[src/rtl/vref_pkg.sv]
// Package: shared state encoding for the reference sequencer.
// Assumes: one sequencer state register; encoding is not externally visible.
package vref_pkg;
    typedef enum logic [1:0] {
        SEQ_IDLE  = 2'd0,
        SEQ_BOOT  = 2'd1,
        SEQ_TRACK = 2'd2,
        SEQ_OFF   = 2'd3
    } seq_state_t;
endpackage

[src/rtl/vid_decode.sv]
// vid_decode: turns a VID word into a reference target and an OFF flag.
// Assumes: target = TOP_CODE - vid; OFF when the OFF_BITS upper bits are all ones.
module vid_decode #(
    parameter int VID_W    = 8,
    parameter int REF_W    = 9,
    parameter int TOP_CODE = 256,
    parameter int OFF_BITS = 5
) (
    input  logic [VID_W-1:0] vid_i,
    output logic [REF_W-1:0] target_o,
    output logic             off_code_o
);
    localparam logic [REF_W-1:0] TOP_VAL = REF_W'(TOP_CODE);

    // Linear map: each code step lowers the target by one unit.
    always_comb begin
        target_o   = TOP_VAL - REF_W'(vid_i);
        off_code_o = &vid_i[VID_W-1 -: OFF_BITS];
    end
endmodule

[src/rtl/ref_stepper.sv]
// ref_stepper: holds the reference code and moves it one unit toward a goal per step enable.
// Assumes: clear has priority; goal may lie above or below the current code.
module ref_stepper #(
    parameter int REF_W = 9
) (
    input  logic             clk,
    input  logic             rst_n,
    input  logic             clr_i,
    input  logic             step_en_i,
    input  logic [REF_W-1:0] goal_i,
    output logic [REF_W-1:0] ref_o
);
    localparam logic [REF_W-1:0] ONE = REF_W'(1);

    logic [REF_W-1:0] ref_q;

    // Reference register: clear, step up, step down or hold.
    always_ff @(posedge clk) begin
        if (!rst_n || clr_i)
            ref_q <= '0;
        else if (step_en_i && (ref_q < goal_i))
            ref_q <= ref_q + ONE;
        else if (step_en_i && (ref_q > goal_i))
            ref_q <= ref_q - ONE;
    end

    assign ref_o = ref_q;

    AST_SINGLE_STEP: assert property (@(posedge clk) disable iff (!rst_n)
        (!clr_i) |=> (ref_q == $past(ref_q) || ref_q == $past(ref_q) + ONE ||
                      ref_q == $past(ref_q) - ONE));
    AST_HOLD_NO_TICK: assert property (@(posedge clk) disable iff (!rst_n)
        (!clr_i && !step_en_i) |=> $stable(ref_q));
endmodule

[src/rtl/seq_ctrl.sv]
// seq_ctrl: sequences idle, boot ramp, tracking and latched OFF; derives done flag.
// Assumes: ref_i is the stepper output; OFF leaves only through rst_n.
module seq_ctrl
    import vref_pkg::*;
#(
    parameter int REF_W     = 9,
    parameter int BOOT_CODE = 176
) (
    input  logic             clk,
    input  logic             rst_n,
    input  logic             enable_i,
    input  logic             vid_valid_i,
    input  logic             off_code_i,
    input  logic             tick_i,
    input  logic [REF_W-1:0] ref_i,
    input  logic [REF_W-1:0] target_i,
    output logic             clr_o,
    output logic             step_en_o,
    output logic [REF_W-1:0] goal_o,
    output logic             done_o,
    output logic             off_o
);
    localparam logic [REF_W-1:0] BOOT_VAL = REF_W'(BOOT_CODE);

    seq_state_t state_q, state_d;
    logic       off_hit;
    logic       done_q;

    // Next-state selection.
    always_comb begin
        off_hit = enable_i && vid_valid_i && off_code_i;
        state_d = state_q;
        case (state_q)
            SEQ_IDLE: begin
                if (off_hit)       state_d = SEQ_OFF;
                else if (enable_i) state_d = SEQ_BOOT;
            end
            SEQ_BOOT: begin
                if (off_hit)                              state_d = SEQ_OFF;
                else if (!enable_i)                       state_d = SEQ_IDLE;
                else if (ref_i == BOOT_VAL && vid_valid_i) state_d = SEQ_TRACK;
            end
            SEQ_TRACK: begin
                if (off_hit)        state_d = SEQ_OFF;
                else if (!enable_i) state_d = SEQ_IDLE;
            end
            default: state_d = SEQ_OFF;
        endcase
    end

    // State register.
    always_ff @(posedge clk) begin
        if (!rst_n) state_q <= SEQ_IDLE;
        else        state_q <= state_d;
    end

    // Done flag: set on first match while tracking, cleared on leaving tracking.
    always_ff @(posedge clk) begin
        if (!rst_n)
            done_q <= 1'b0;
        else if (state_d != SEQ_TRACK)
            done_q <= 1'b0;
        else if (state_q == SEQ_TRACK && vid_valid_i && ref_i == target_i)
            done_q <= 1'b1;
    end

    // Stepper controls: goal, step gating and clear.
    always_comb begin
        goal_o    = (state_q == SEQ_TRACK) ? target_i : BOOT_VAL;
        step_en_o = tick_i && ((state_q == SEQ_BOOT) ||
                               (state_q == SEQ_TRACK && vid_valid_i));
        clr_o     = (state_q == SEQ_IDLE) || (state_q == SEQ_OFF) ||
                    !enable_i || off_hit;
    end

    assign done_o = done_q;
    assign off_o  = (state_q == SEQ_OFF);

    AST_OFF_STICKY: assert property (@(posedge clk) disable iff (!rst_n)
        off_o |=> off_o);
    AST_BOOT_CAP: assert property (@(posedge clk) disable iff (!rst_n)
        (state_q == SEQ_BOOT) |-> (ref_i <= BOOT_VAL));
    AST_DONE_AT_TARGET: assert property (@(posedge clk) disable iff (!rst_n)
        $rose(done_q) |-> $past(ref_i == target_i));
endmodule

[src/rtl/vref_sequencer.sv]
// vref_sequencer: top of the soft-start and VID reference sequencer.
// Assumes: tick is a single-cycle pulse per soft-start step; inputs synchronous to clk.
module vref_sequencer #(
    parameter int VID_W     = 8,
    parameter int REF_W     = 9,
    parameter int TOP_CODE  = 256,
    parameter int BOOT_CODE = 176,
    parameter int OFF_BITS  = 5
) (
    input  logic             clk,
    input  logic             rst_n,
    input  logic             enable,
    input  logic [VID_W-1:0] vid,
    input  logic             vid_valid,
    input  logic             tick,
    output logic [REF_W-1:0] ref_code,
    output logic             ss_done,
    output logic             off_shut
);
    logic [REF_W-1:0] target;
    logic             off_code;
    logic             clr;
    logic             step_en;
    logic [REF_W-1:0] goal;

    vid_decode #(
        .VID_W(VID_W), .REF_W(REF_W), .TOP_CODE(TOP_CODE), .OFF_BITS(OFF_BITS)
    ) u_dec (
        .vid_i(vid), .target_o(target), .off_code_o(off_code)
    );

    seq_ctrl #(
        .REF_W(REF_W), .BOOT_CODE(BOOT_CODE)
    ) u_ctrl (
        .clk(clk), .rst_n(rst_n), .enable_i(enable), .vid_valid_i(vid_valid),
        .off_code_i(off_code), .tick_i(tick), .ref_i(ref_code), .target_i(target),
        .clr_o(clr), .step_en_o(step_en), .goal_o(goal),
        .done_o(ss_done), .off_o(off_shut)
    );

    ref_stepper #(
        .REF_W(REF_W)
    ) u_step (
        .clk(clk), .rst_n(rst_n), .clr_i(clr), .step_en_i(step_en),
        .goal_i(goal), .ref_o(ref_code)
    );

    AST_OFF_ZERO: assert property (@(posedge clk) disable iff (!rst_n)
        off_shut |-> (ref_code == '0));
endmodule

[config.mk]
export PLATFORM = sky130hd
export DESIGN_NAME = vref_sequencer
export DESIGN_NICKNAME = d
export VERILOG_FILES = /design/src/rtl/vref_pkg.sv /design/src/rtl/vid_decode.sv /design/src/rtl/ref_stepper.sv /design/src/rtl/seq_ctrl.sv /design/src/rtl/vref_sequencer.sv
export SDC_FILE = /design/constraint.sdc
export NUM_CORES = 1
export LEC_CHECK = 0
export ABC_AREA = 1
export BUFFER_PORTS_ARGS = -buffer_cell sky130_fd_sc_hd__buf_2
export CAP_MARGIN = 0
export CELL_PAD_IN_SITES_DETAIL_PLACEMENT = 2
export CELL_PAD_IN_SITES_GLOBAL_PLACEMENT = 2
export CORE_MARGIN = 2
export CORE_UTILIZATION = 33
export DETAILED_ROUTE_END_ITERATION = 8
export PLACE_DENSITY = 0.83
export SLEW_MARGIN = 25
export SYNTH_ARGS = -nofsm -noshare
export SYNTH_HDL_FRONTEND = slang
export SYNTH_SLANG_ARGS = --single-unit
[constraint.sdc]
create_clock -name clk -period 6.7 [get_ports clk]
set_clock_uncertainty 0.15 [all_clocks]
set_input_delay 0.67 -clock clk [delete_from_list [all_inputs] [get_ports clk]]
set_output_delay 0.67 -clock clk [all_outputs]
set_load 0.01 [all_outputs]
==> run summary <==
Status - finished, final reports clean
Cts hold-fix bufs - 0
Tot Pwr - 213 uW
Diode count - 0
Post-CTS resize count - 0
Top Ports - 24
Syn Area/Cell - 6.30 sq um
Post-Route WL - 6310 um
First-pass GRT wire length - 10600 um
Finished Layout Cells - 366
Hold Vio Cnt, Final - 0
Die height - 76.1 um
Die X - 76.1 um
WS Path Type - flip-flop to flip-flop
Clock Sinks - 12
Combinational share of power - 33.5%
CTS root buf - clkbuf_8
Fin worst setup slack - 2.69 ns
TritonCTS buffer count - 3
Max Fclk - 249 MHz
Startpoint types - flip-flop
# Max-Cap Violations - 0
NetSw - 76.2 uW
Worst-path maximum fanout - 10
Most instantiated cells after synthesis - nand2_1 (73), inv_1 (49), nand3_1 (24)
Max-slew headroom - 69.6%
DP Cell Count - 363
Mapped Nets - 307
Worst path required time - 6.69 ns
Pleak - 1.04 nW
CTS clk-pin slew, worst paths - 0.05 ns
Final TNS setup - 0 ns
PwrDens - 110 nW/um^2
Int Pwr - 137 uW
Post-synthesis register bit count - 12
H-tree depth - 1
Area grow syn2layout - 12.4%
Final setup fails - 0
Synth area leader - nand2_1
Synth cell types - 30
Core area - 5070 sq um
Placer Congestion - 0.774
Buffers on Ports - 23
Post-CTS setup buffers - 0
Final min period - 4.01 ns
WL/cell - 17.2 um
Sequential power share - 35.9%
Initial Util - 33.8%
Post-Syn Area - 1710 sq um
Hold Path Class - flip-flop to flip-flop
Final worst path period share - 59.9%
Largest net degree at the start of global routing - 19
Final Max Tran Viols - 0
WP data arrival - 4.00 ns
CP endpoint kind - flip-flop
Count leader, synth - nand2_1
Net Sw Frac - 35.8%
Area of the multi-input gates - 1260 sq um
Skew-Pair Late Insertion Delay - 0.24 ns
GRT Residual Overflow - 0
Residual DRC count - 0
Post-Syn Instances - 272
GRT Util Overall - 22.9%
Synth top area cells - nand2_1 (16%), ha_1 (15%), dfxtp_1 (14%)
Final antenna-violating net count - 0
Reg area - 240 sq um
Register area share after synthesis - 14.0%
CTS tree - done
Synth top area share - 16.0%
Clock power frac - 30.5%
Vias in the first global route - 2173
Ys async rst share - 0%
Initial DRC Count - 62
# nets final - 333
Ys Warns - 0
Worst-Margin Slew - 0.455 ns
Row cnt - 26
Initial antenna violation count - 0
Fillers - 679
Max clock buf depth - 2
Vias - 1878
Ratio of cells with drive above 1 in the final layout - 13.5%
Synth Flop Type - dfxtp_1
Dpl ws - 2.57 ns
TritonRoute pass-1 iters - 4
Placed wire-length estimate - 5290 um
Via-per-instance ratio - 5.13
RSZ-0062 raised after global routing - false
Worst vdd ir - 0.0858 mV
Post-synth EDFFs - 0
Die area - 5790 sq um
## per-layer routing
metal | wire length [um] | track usage [%]
met5 | 0 | 0
met4 | 214 | 9.09
met3 | 107 | 1.54
met2 | 3260 | 43.8
met1 | 2730 | 26.3
## critical path, cell delays in order (launching register included)
cell and delay [ns]:
dfxtp_1 0.42, ha_1 0.48, inv_1 0.21, or2_2 0.34, ha_1 0.31, nand2_1 0.08, nand2_1 0.07, nand2_1 0.06
nand2_1 0.04, nand2_1 0.10, nand4_4 0.20, ha_1 0.41, a21oi_1 0.17, nand2_1 0.13, a21oi_1 0.24, nand3_1 0.17
nand3_1 0.12, nand2_1 0.06, inv_1 0.08, nor2_2 0.04
## power groups by stage
stage	Combinational (mW)	Sequential [mW]	Clock, mW
floorplan	0.0506	0.0769	0
global placement	0.0678	0.0779	0
detailed placement	0.0709	0.0779	0
CTS	0.0719	0.0764	0.0675
global route	0.0810	0.0767	0.0714
finish	0.0714	0.0765	0.0650
## per-stage QoR
| stage | utilization, % | hold slack (ns) | cell area (sq um) |
|---|---|---|---|
| after global routing | 38.0 | 0.361 | 1930 |
| after floorplan | - | 0.320 | 1710 |
| after global placement | 37.2 | 0.286 | 1890 |
| after CTS | 38.0 | 0.335 | 1930 |
| after detailed placement | 37.2 | 0.312 | 1890 |
| final | 38.0 | 0.328 | 1930 |
## final timing paths
path,from,endpoint,slack (ns),cells past startpoint
max reg2reg,u_ctrl.state_q[1],u_step.ref_o[8],2.69,19
min,u_ctrl.done_o,u_ctrl.done_o,0.33,2
min reg2reg,u_ctrl.done_o,u_ctrl.done_o,0.33,2
max,u_ctrl.state_q[1],u_step.ref_o[8],2.69,19
## layout make-up
class	instances	share of cell area [%]
inverter	49	9.55
sequential	12	12.5
timing repair buffer	23	5.97
clock buffer	3	2.14
multi-input combinational	209	65.3
tap	70	4.55
## cells by family (layout without fill, tap and decap cells)
family,after synthesis,in the layout,synth area share [%]
flip-flops,12,12,14.0
adder cells (fa/ha/maj),22,22,16.5
AND/OR/NAND/NOR,143,143,40.0
XOR/XNOR,8,8,4.09
AO/OA/AOI/OAI,36,36,12.8
buffers and inverters,51,75,12.6
## registers in the layout, indices dropped and copies added (netlist names)
register	flops
u_ctrl.done_o	1
u_ctrl.state_q	2
u_step.ref_o	9
## cells in the final DEF, fill, tap and decap left out, types with 2 or more instances in the layout
| master | netlist | layout |
|---|---|---|
| a21o_1 | 2 | 2 |
| a21oi_1 | 18 | 18 |
| a21oi_4 | 2 | 2 |
| a31oi_1 | 2 | 2 |
| and3_1 | 3 | 3 |
| buf_2 | 0 | 23 |
| clkbuf_8 | 0 | 3 |
| dfxtp_1 | 12 | 12 |
| ha_1 | 21 | 21 |
| inv_1 | 49 | 49 |
| nand2_1 | 73 | 73 |
| nand2_4 | 2 | 2 |
| nand3_1 | 24 | 24 |
| nand3b_1 | 3 | 3 |
| nand4_1 | 9 | 9 |
| nor2_1 | 16 | 16 |
| nor2_2 | 2 | 2 |
| nor2_4 | 2 | 2 |
| nor3_1 | 4 | 4 |
| o21ai_0 | 10 | 10 |
| xnor2_1 | 2 | 2 |
| xor2_1 | 6 | 6 |
No activity file was read; power rests on OpenSTA's default activity.
